===== config.mk =====
export PLATFORM = sky130hd
export DESIGN_NAME = ep_buf_mgr
export DESIGN_NICKNAME = d
export VERILOG_FILES = /design/src/rtl/ep_buf_pkg.sv /design/src/rtl/ep_tx_buf.sv /design/src/rtl/ep_rx_buf.sv /design/src/rtl/ep_buf_mgr.sv
export SDC_FILE = /design/constraint.sdc
export NUM_CORES = 2
export LEC_CHECK = 0
export BUFFER_PORTS_ARGS = -buffer_cell sky130_fd_sc_hd__buf_4
export CAP_MARGIN = 25
export CORE_MARGIN = 2
export CORE_UTILIZATION = 63
export CTS_BUF_LIST = sky130_fd_sc_hd__clkbuf_16
export CTS_CLUSTER_SIZE = 40
export DETAILED_ROUTE_END_ITERATION = 7
export GPL_TIMING_DRIVEN = 0
export PLACE_DENSITY_LB_ADDON = 0.25
export REMOVE_ABC_BUFFERS = 1
export SLEW_MARGIN = 10
export SYNTH_ARGS = -nofsm -noshare
export SYNTH_HDL_FRONTEND = slang
export SYNTH_SLANG_ARGS = --single-unit

===== constraint.sdc =====
create_clock -name clk -period 4.75 [get_ports clk]
set_input_delay 0.475 -clock clk [delete_from_list [all_inputs] [get_ports clk]]
set_output_delay 0.475 -clock clk [all_outputs]
set_load 0.1 [all_outputs]

===== src/rtl/ep_buf_pkg.sv =====
package ep_buf_pkg;
  typedef enum logic [1:0] {
    A_INDEX = 2'd0,
    A_CTRL  = 2'd1,
    A_DATA  = 2'd2,
    A_NONE  = 2'd3
  } mc_addr_e;

  localparam int CTL_CLR_RX = 4;
  localparam int CTL_VALID  = 3;
endpackage


===== src/rtl/ep_tx_buf.sv =====
module ep_tx_buf #(
  parameter int MAX_PKT = 64,
  localparam int WORDS = MAX_PKT / 2,
  localparam int LENW  = $clog2(MAX_PKT + 1),
  localparam int PW    = (WORDS > 1) ? $clog2(WORDS) : 1
) (
  input  logic        clk,
  input  logic        rst_n,
  input  logic        wr_en,
  input  logic [15:0] wr_data,
  input  logic [1:0]  wr_be,
  input  logic        validate,
  input  logic        pop,
  output logic        valid,
  output logic [15:0] out_data,
  output logic [1:0]  out_keep,
  output logic        out_last
);
  logic [15:0]     mem [WORDS];
  logic [LENW-1:0] len;
  logic [PW-1:0]   rdp;
  logic            wr_ok;
  logic [LENW-1:0] nxt_len;
  logic [LENW-1:0] nwords;
  logic [15:0]     wr_word;

  assign wr_ok   = wr_en && !valid && !len[0] && wr_be[0] && (len < LENW'(MAX_PKT));
  assign nxt_len = len + (wr_be[1] ? LENW'(2) : LENW'(1));
  assign wr_word = wr_be[1] ? wr_data : {8'h00, wr_data[7:0]};
  assign nwords  = (len + LENW'(1)) >> 1;

  always_comb begin
    out_last = (len == '0) || (LENW'(rdp) == nwords - LENW'(1));
    out_data = (len == '0) ? 16'h0000 : mem[rdp];
    if (len == '0)              out_keep = 2'b00;
    else if (out_last && len[0]) out_keep = 2'b01;
    else                         out_keep = 2'b11;
  end

  always_ff @(posedge clk) begin
    if (wr_ok) mem[PW'(len >> 1)] <= wr_word;
  end

  always_ff @(posedge clk or negedge rst_n) begin
    if (!rst_n) begin
      valid <= 1'b0;
      len   <= '0;
      rdp   <= '0;
    end else if (pop && valid) begin
      if (out_last) begin
        valid <= 1'b0;
        len   <= '0;
        rdp   <= '0;
      end else begin
        rdp <= rdp + PW'(1);
      end
    end else if (wr_ok) begin
      len <= nxt_len;
      if (nxt_len == LENW'(MAX_PKT)) valid <= 1'b1;
    end else if (validate && !valid) begin
      valid <= 1'b1;
    end
  end


  tx_len_bound_chk: assert property (@(posedge clk) disable iff (!rst_n)
    len <= LENW'(MAX_PKT));


  tx_ignore_chk: assert property (@(posedge clk) disable iff (!rst_n)
    (valid && wr_en && !pop) |=> (valid && $stable(len)));


  tx_consume_chk: assert property (@(posedge clk) disable iff (!rst_n)
    (pop && valid && out_last) |=> (!valid && len == '0));


  tx_auto_chk: assert property (@(posedge clk) disable iff (!rst_n)
    (wr_en && !valid && !pop && wr_be == 2'b11 && len == LENW'(MAX_PKT - 2)) |=> valid);
endmodule


===== src/rtl/ep_rx_buf.sv =====
module ep_rx_buf #(
  parameter int MAX_PKT = 64,
  localparam int WORDS = MAX_PKT / 2,
  localparam int LENW  = $clog2(MAX_PKT + 1),
  localparam int PW    = (WORDS > 1) ? $clog2(WORDS) : 1
) (
  input  logic        clk,
  input  logic        rst_n,
  input  logic        clear,
  input  logic        in_en,
  input  logic [15:0] in_data,
  input  logic [1:0]  in_keep,
  input  logic        in_last,
  input  logic        pop,
  output logic        full,
  output logic [15:0] rd_data
);
  logic [15:0]     mem [WORDS];
  logic [LENW-1:0] len;
  logic [LENW-1:0] wp;
  logic [PW-1:0]   rp;
  logic [LENW-1:0] rem;
  logic [LENW-1:0] nbytes;
  logic            take;
  logic            room;

  assign take = in_en && !full && !clear;
  assign room = wp < LENW'(WORDS);
  assign rem  = len - (LENW'(rp) << 1);

  always_comb begin
    if (in_keep == 2'b11)  nbytes = LENW'(2);
    else if (in_keep[0])   nbytes = LENW'(1);
    else                   nbytes = '0;
  end

  always_comb begin
    if (!full || rem == '0)   rd_data = 16'h0000;
    else if (rem == LENW'(1)) rd_data = {8'h00, mem[rp][7:0]};
    else                      rd_data = mem[rp];
  end

  always_ff @(posedge clk) begin
    if (take && room) mem[PW'(wp)] <= in_data;
  end

  always_ff @(posedge clk or negedge rst_n) begin
    if (!rst_n) begin
      full <= 1'b0;
      len  <= '0;
      wp   <= '0;
      rp   <= '0;
    end else if (clear) begin
      full <= 1'b0;
      len  <= '0;
      wp   <= '0;
      rp   <= '0;
    end else if (pop && full) begin
      if (rem <= LENW'(2)) begin
        full <= 1'b0;
        len  <= '0;
        wp   <= '0;
        rp   <= '0;
      end else begin
        rp <= rp + PW'(1);
      end
    end else if (take) begin
      if (room) begin
        wp  <= wp + LENW'(1);
        len <= len + nbytes;
      end
      if (in_last) full <= 1'b1;
    end
  end


  rx_clear_chk: assert property (@(posedge clk) disable iff (!rst_n)
    clear |=> (!full && len == '0));


  rx_autoclr_chk: assert property (@(posedge clk) disable iff (!rst_n)
    (full && pop && !clear && rem <= LENW'(2)) |=> !full);


  rx_empty_read_chk: assert property (@(posedge clk) disable iff (!rst_n)
    (!full && pop && !in_en && !clear) |=> ($stable(len) && $stable(wp) && !full));


  rx_hold_chk: assert property (@(posedge clk) disable iff (!rst_n)
    (full && !pop && !clear) |=> (full && $stable(len)));
endmodule


===== src/rtl/ep_buf_mgr.sv =====
module ep_buf_mgr
  import ep_buf_pkg::*;
#(
  parameter int NUM_EP  = 4,
  parameter int MAX_PKT = 64,
  localparam int IDXW = (NUM_EP > 1) ? $clog2(NUM_EP) : 1
) (
  input  logic              clk,
  input  logic              rst_n,
  input  logic              mc_wr,
  input  logic              mc_rd,
  input  logic [1:0]        mc_addr,
  input  logic [15:0]       mc_wdata,
  input  logic [1:0]        mc_be,
  output logic [15:0]       mc_rdata,
  input  logic [IDXW-1:0]   tk_ep,
  output logic              tx_valid,
  input  logic              tx_ready,
  output logic [15:0]       tx_data,
  output logic [1:0]        tx_keep,
  output logic              tx_last,
  input  logic              rx_valid,
  output logic              rx_ready,
  input  logic [15:0]       rx_data,
  input  logic [1:0]        rx_keep,
  input  logic              rx_last,
  output logic [NUM_EP-1:0] ep_tx_valid,
  output logic [NUM_EP-1:0] ep_rx_full
);
  logic [IDXW-1:0] idx;
  mc_addr_e        addr;
  logic            sel_data_wr;
  logic            sel_data_rd;
  logic            strobe_clr;
  logic            strobe_val;

  logic [15:0] txd  [NUM_EP];
  logic [1:0]  txk  [NUM_EP];
  logic        txl  [NUM_EP];
  logic [15:0] rxd  [NUM_EP];

  assign addr        = mc_addr_e'(mc_addr);
  assign sel_data_wr = mc_wr && (addr == A_DATA);
  assign sel_data_rd = mc_rd && (addr == A_DATA);
  assign strobe_clr  = mc_wr && (addr == A_CTRL) && mc_wdata[CTL_CLR_RX];
  assign strobe_val  = mc_wr && (addr == A_CTRL) && mc_wdata[CTL_VALID];

  always_ff @(posedge clk or negedge rst_n) begin
    if (!rst_n)                         idx <= '0;
    else if (mc_wr && addr == A_INDEX)  idx <= mc_wdata[IDXW-1:0];
  end

  for (genvar e = 0; e < NUM_EP; e++) begin : g_ep
    logic hit_mc;
    logic hit_tk;
    assign hit_mc = (idx == IDXW'(e));
    assign hit_tk = (tk_ep == IDXW'(e));

    ep_tx_buf #(.MAX_PKT(MAX_PKT)) u_tx (
      .clk      (clk),
      .rst_n    (rst_n),
      .wr_en    (sel_data_wr && hit_mc),
      .wr_data  (mc_wdata),
      .wr_be    (mc_be),
      .validate (strobe_val && hit_mc),
      .pop      (tx_ready && hit_tk),
      .valid    (ep_tx_valid[e]),
      .out_data (txd[e]),
      .out_keep (txk[e]),
      .out_last (txl[e])
    );

    ep_rx_buf #(.MAX_PKT(MAX_PKT)) u_rx (
      .clk     (clk),
      .rst_n   (rst_n),
      .clear   (strobe_clr && hit_mc),
      .in_en   (rx_valid && hit_tk),
      .in_data (rx_data),
      .in_keep (rx_keep),
      .in_last (rx_last),
      .pop     (sel_data_rd && hit_mc),
      .full    (ep_rx_full[e]),
      .rd_data (rxd[e])
    );
  end

  assign tx_valid = ep_tx_valid[tk_ep];
  assign tx_data  = txd[tk_ep];
  assign tx_keep  = txk[tk_ep];
  assign tx_last  = txl[tk_ep];
  assign rx_ready = !ep_rx_full[tk_ep];

  always_comb begin
    case (addr)
      A_INDEX: mc_rdata = 16'(idx);
      A_DATA:  mc_rdata = rxd[idx];
      default: mc_rdata = 16'h0000;
    endcase
  end


  idx_load_chk: assert property (@(posedge clk) disable iff (!rst_n)
    (mc_wr && mc_addr == 2'd0) |=> (idx == $past(mc_wdata[IDXW-1:0])));
endmodule


==> metrics.md <==
| Metric | Value |
|---|---|
| Max-slew violation count | `0` |
| Setup slack of the most critical reg-to-reg path | `0.59 ns` |
| Yosys warning total | `0` |
| Highest fanout seen on the critical path | `27` |
| Placed insts | `about 11,000` |
| Floorplan core area | `roughly 0.26 mm2` |
| Count of boundary I/O pins | `just over 90` |
| Detailed Place HPWL | `252 mm` |
| Placement Rows | `approximately 190` |
| RR Startpoint | `idx[1]` |
| Number of iterations in the first detailed-routing pass | `7` |
| Number of cells on the worst hold path | `1` |
| Worst EP arrival | `~4.3 ns` |
| Nature of the critical path endpoint | `output pin` |
| Maximum ir drop on the vdd rail | `0.509 mV` |
| Number of max-cap violations | `0` |
| Clock tree from TritonCTS | `yes` |
| Worst Setup Slack post-DPL | `-0.775 ns` |
| Clock-pin slew on the worst setup and hold paths | `about 0.06 ns` |
| Period minus WS final | `between 4 and 5 ns` |
| Area share of the largest cell type after synthesis | `0.734` |
| Number of synthesized flops with an enable pin | `approximately 4,000` |
| Hold violation count in the final report | `0` |
| Yosys cell types | `99` |
| Endpoint of the worst register-to-register path | `g_ep[2].u_tx.mem[6][15]` |
| Wire length of the first global-routing pass | `approximately 630 mm` |
| Cell depth of the worst flop-to-flop path | `6` |
| Commonest register cell after synthesis | `edfxtp_1` |
| Register bit count reported by yosys | `roughly 4,200` |
| Leading area contributor after synthesis | `edfxtp_1` |
| Die width | `around 520 um` |
| Leakage Power | `~60 nW` |
| Timing-limited maximum frequency | `208 MHz` |
| Relative area change from synthesis to final layout | `16.0%` |
| Remaining DRCs | `0` |
| Die outline area | `roughly 0.27 mm2` |
| Final setup violating endpoints | `3` |
| Unrepaired setup endpoints after global routing | `true` |
| Detailed-route vias per instance | `a little over 7` |
| Count of input and output buffers | `91` |
| Layout filler cell count | `~14,000` |
| Initial detailed-routing violation count | `around 13,000` |
| Remaining antenna violation count | `0` |
| Status | `complete, but fails checks` |
| Total length of routed wires | `446 mm` |
| Antenna violations before repair | `12` |
| Crit path max-delay cell type | `mux2i_1` |
| H-tree levels | `5` |
| Main area contributors after synthesis | `edfxtp_1 (73%), mux4_2 (17%), dfrtp_1 (2.0%)` |
| Hold/Removal Path Class | `in2reg` |
| Crit-path max cell delay | `0.80 ns` |
| Setup slack after layout | `-0.0670 ns` |
| Max-slew headroom at the worst pin | `0.273` |
| Latest clock arrival within the worst-skew pair | `between 0.9 and 1 ns` |
| Nets | `8,373` |
| Hold wc startpoint | `rx_data[8]` |
| Ys async rst share | `0.0317` |
| Actual slew at the worst max-slew pin | `roughly 1.1 ns` |
| Total vias in the final route | `between 80,000 and 90,000` |
| Most frequent standard cell in the layout excluding fill and tap cells | `edfxtp_1` |
| Endpoint with the worst hold slack | `g_ep[1].u_rx.mem[22][8]` |
| CP delay by family, top | `multiplexers` |
| Clock Skews | `approximately 0.057 ns` |
| Overall track demand over capacity in global routing | `0.329` |
| Ratio of cells with drive above 1 in the final layout | `0.346` |
| Maximum buffer depth of the clock tree | `4` |
| Violated checks | `setup timing` |
| Vert. Die Dim | `520 um` |
| Average routed wire per standard cell | `between 30 and 40 um` |
| Category of the most critical setup path | `reg2out` |
| Count of placed standard cells in the final layout, fillers left out | `12,100` |
| Maximum number of pins on one net before global-route repair | `97` |
| Crit share post-route | `1.01` |
| CP dominant cell by count | `mux4_2` |
| Count of buffering cells on the critical path with inverters included | `2` |
| # clock sinks | `around 4,200` |
| Req. time, crit path | `between 4 and 5 ns` |
| Most frequent cells in the layout | `edfxtp_1 (4,096), mux4_2 (1,251), clkbuf_16 (420)` |
| Post-synthesis instance total | `between 7,000 and 8,000` |
| Cell chain of the critical path | `buf_12, mux4_2, mux4_2, mux2i_1, o22ai_1, or2_1, buf_4` |
| Netlist Area Pre-Place | `around 0.17 mm2` |
| Nature of the critical path startpoint | `flop` |
| Total congestion overflow after global routing | `0` |
| Average size of a mapped cell | `about 22 um2` |
| Areal power density over the cells | `just over 500 mW/mm2` |
| Cell at the root of the clock tree | `clkbuf_16` |
| Fraction of the yosys area taken by sequential cells | `0.754` |
| Initial core utilization | `0.632` |
| Sum of negative setup slack | `-0.103 ns` |
| Last weighted congestion value of the routability-driven placer | `roughly 0.87` |
| Vias in the first global route | `~86,000` |
| TritonCTS Buffers | `between 400 and 500` |
==> registers in the layout (all words and copies together), names as in the netlist <==
| signal | flops |
|---|---|
| g_ep.u_tx.len | 28 |
| g_ep.u_tx.mem | 2048 |
| g_ep.u_tx.rdp | 20 |
| g_ep.u_rx.len | 28 |
| g_ep.u_rx.rp | 20 |
| g_ep.u_rx.wp | 28 |
| idx | 2 |
| g_ep.u_rx.mem | 2048 |
| g_ep.u_rx.full | 4 |
| g_ep.u_tx.valid | 4 |
==> per-stage QoR <==
stage	instance area, um2	hold slack [ns]	power (mW)	util
4_1_cts	194000	0.000152	99.7	0.731
6_report	194000	0.0507	100	0.734
5_1_grt	194000	0.0395	103	0.734
3_5_place_dp	178000	0.385	65.3	0.671
2_1_floorplan	165000	0.179	59.9	-
3_3_place_gp	171000	0.473	65.5	0.644
==> cell type report <==
class	count	area [um2]	area share
Antenna cell	6	15.0	0.0000773
Timing Repair Buffer	603	9240	0.0475
Clock buffer	418	10500	0.0538
Sequential cell	4230	126000	0.651
Multi-Input combinational cell	2922	40800	0.210
Timing Repair inverter	1	5.00	0.0000258
Clock inverter	331	2600	0.0134
Tap cell	3533	4420	0.0227
Inverter	71	352	0.00181
==> logic make-up after synthesis <==
| kind of cell | Yosys count | synth area share |
|---|---|---|
| AOI/OAI and AO/OA | 423 | 0.0173 |
| DFF | 4230 | 0.754 |
| muxes | 1384 | 0.176 |
| adders and majority gates | 84 | 0.00681 |
| buffers and inverters | 489 | 0.0140 |
| xor gates and xnor gates | 66 | 0.00362 |
| and+or+nand+nor | 965 | 0.0276 |
==> cells in the mapped netlist, drive strengths merged (7+ instances only) <==
cell type,instances
edfxtp,4096
mux4,1251
nor2,383
buf,265
nand2,205
clkbuf,153
dfrtp,134
mux2i,126
nand3,79
o21ai,79
a21oi,77
ha,72
inv,66
o22ai,51
nor3,48
a211oi,39
and2,35
xnor2,34
or3,33
or2,30
xor2,30
nand3b,27
nand4,23
o31ai,19
a31oi,18
a22o,17
nor2b,16
a221oi,15
or3b,15
a21o,14
o211ai,13
fa,12
or4,12
and3,11
nor4,11
a41oi,9
nand2b,9
o21a,9
mux2,7
o21bai,7
==> metal layers <==
layer  global-route usage  vias up  routed length (um)  part of all wire
met5                    0        -                  44          0.000099
met4                0.149        6               24900             0.056
met3               0.0591     1080               44000             0.099
met2                0.544     5892              226000              0.51
met1                0.434    44900              151000              0.34
li1                     -    33400                   -                 -
==> report_power, final <==
group          leakage, nW  switching (mW)  internal (mW)
registers             37.3           0.793           41.2
logic                 16.4            14.0           12.3
clock network         6.74            14.2           17.8
==> repair_timing <==
action / in CTS / in global routing
hold endpoints to repair: 241 / 0
buffers inserted: 73 / 47
hold buffers: 14 / 0
resized for setup: 287 / 46
setup endpoints to repair: 34 / 31
pin swaps: 26 / 28
cloned: 17 / 2
==> worst max-delay path by stage <==
stage	start	to	slack, ns	cells after the start
floorplan	g_ep[2].u_rx.rp[0]	mc_rdata[0]	-4.97	10
global placement	g_ep[2].u_rx.rp[0]	mc_rdata[8]	-7.03	11
detailed placement	g_ep[2].u_rx.rp[2]	mc_rdata[0]	-0.77	11
CTS	g_ep[3].u_rx.rp[0]	mc_rdata[0]	-0.01	11
global route	g_ep[1].u_rx.rp[3]	mc_rdata[7]	-0.06	13
finish	g_ep[3].u_tx.rdp[0]	tx_data[9]	-0.07	7
Power figures use the tool's default switching activity.
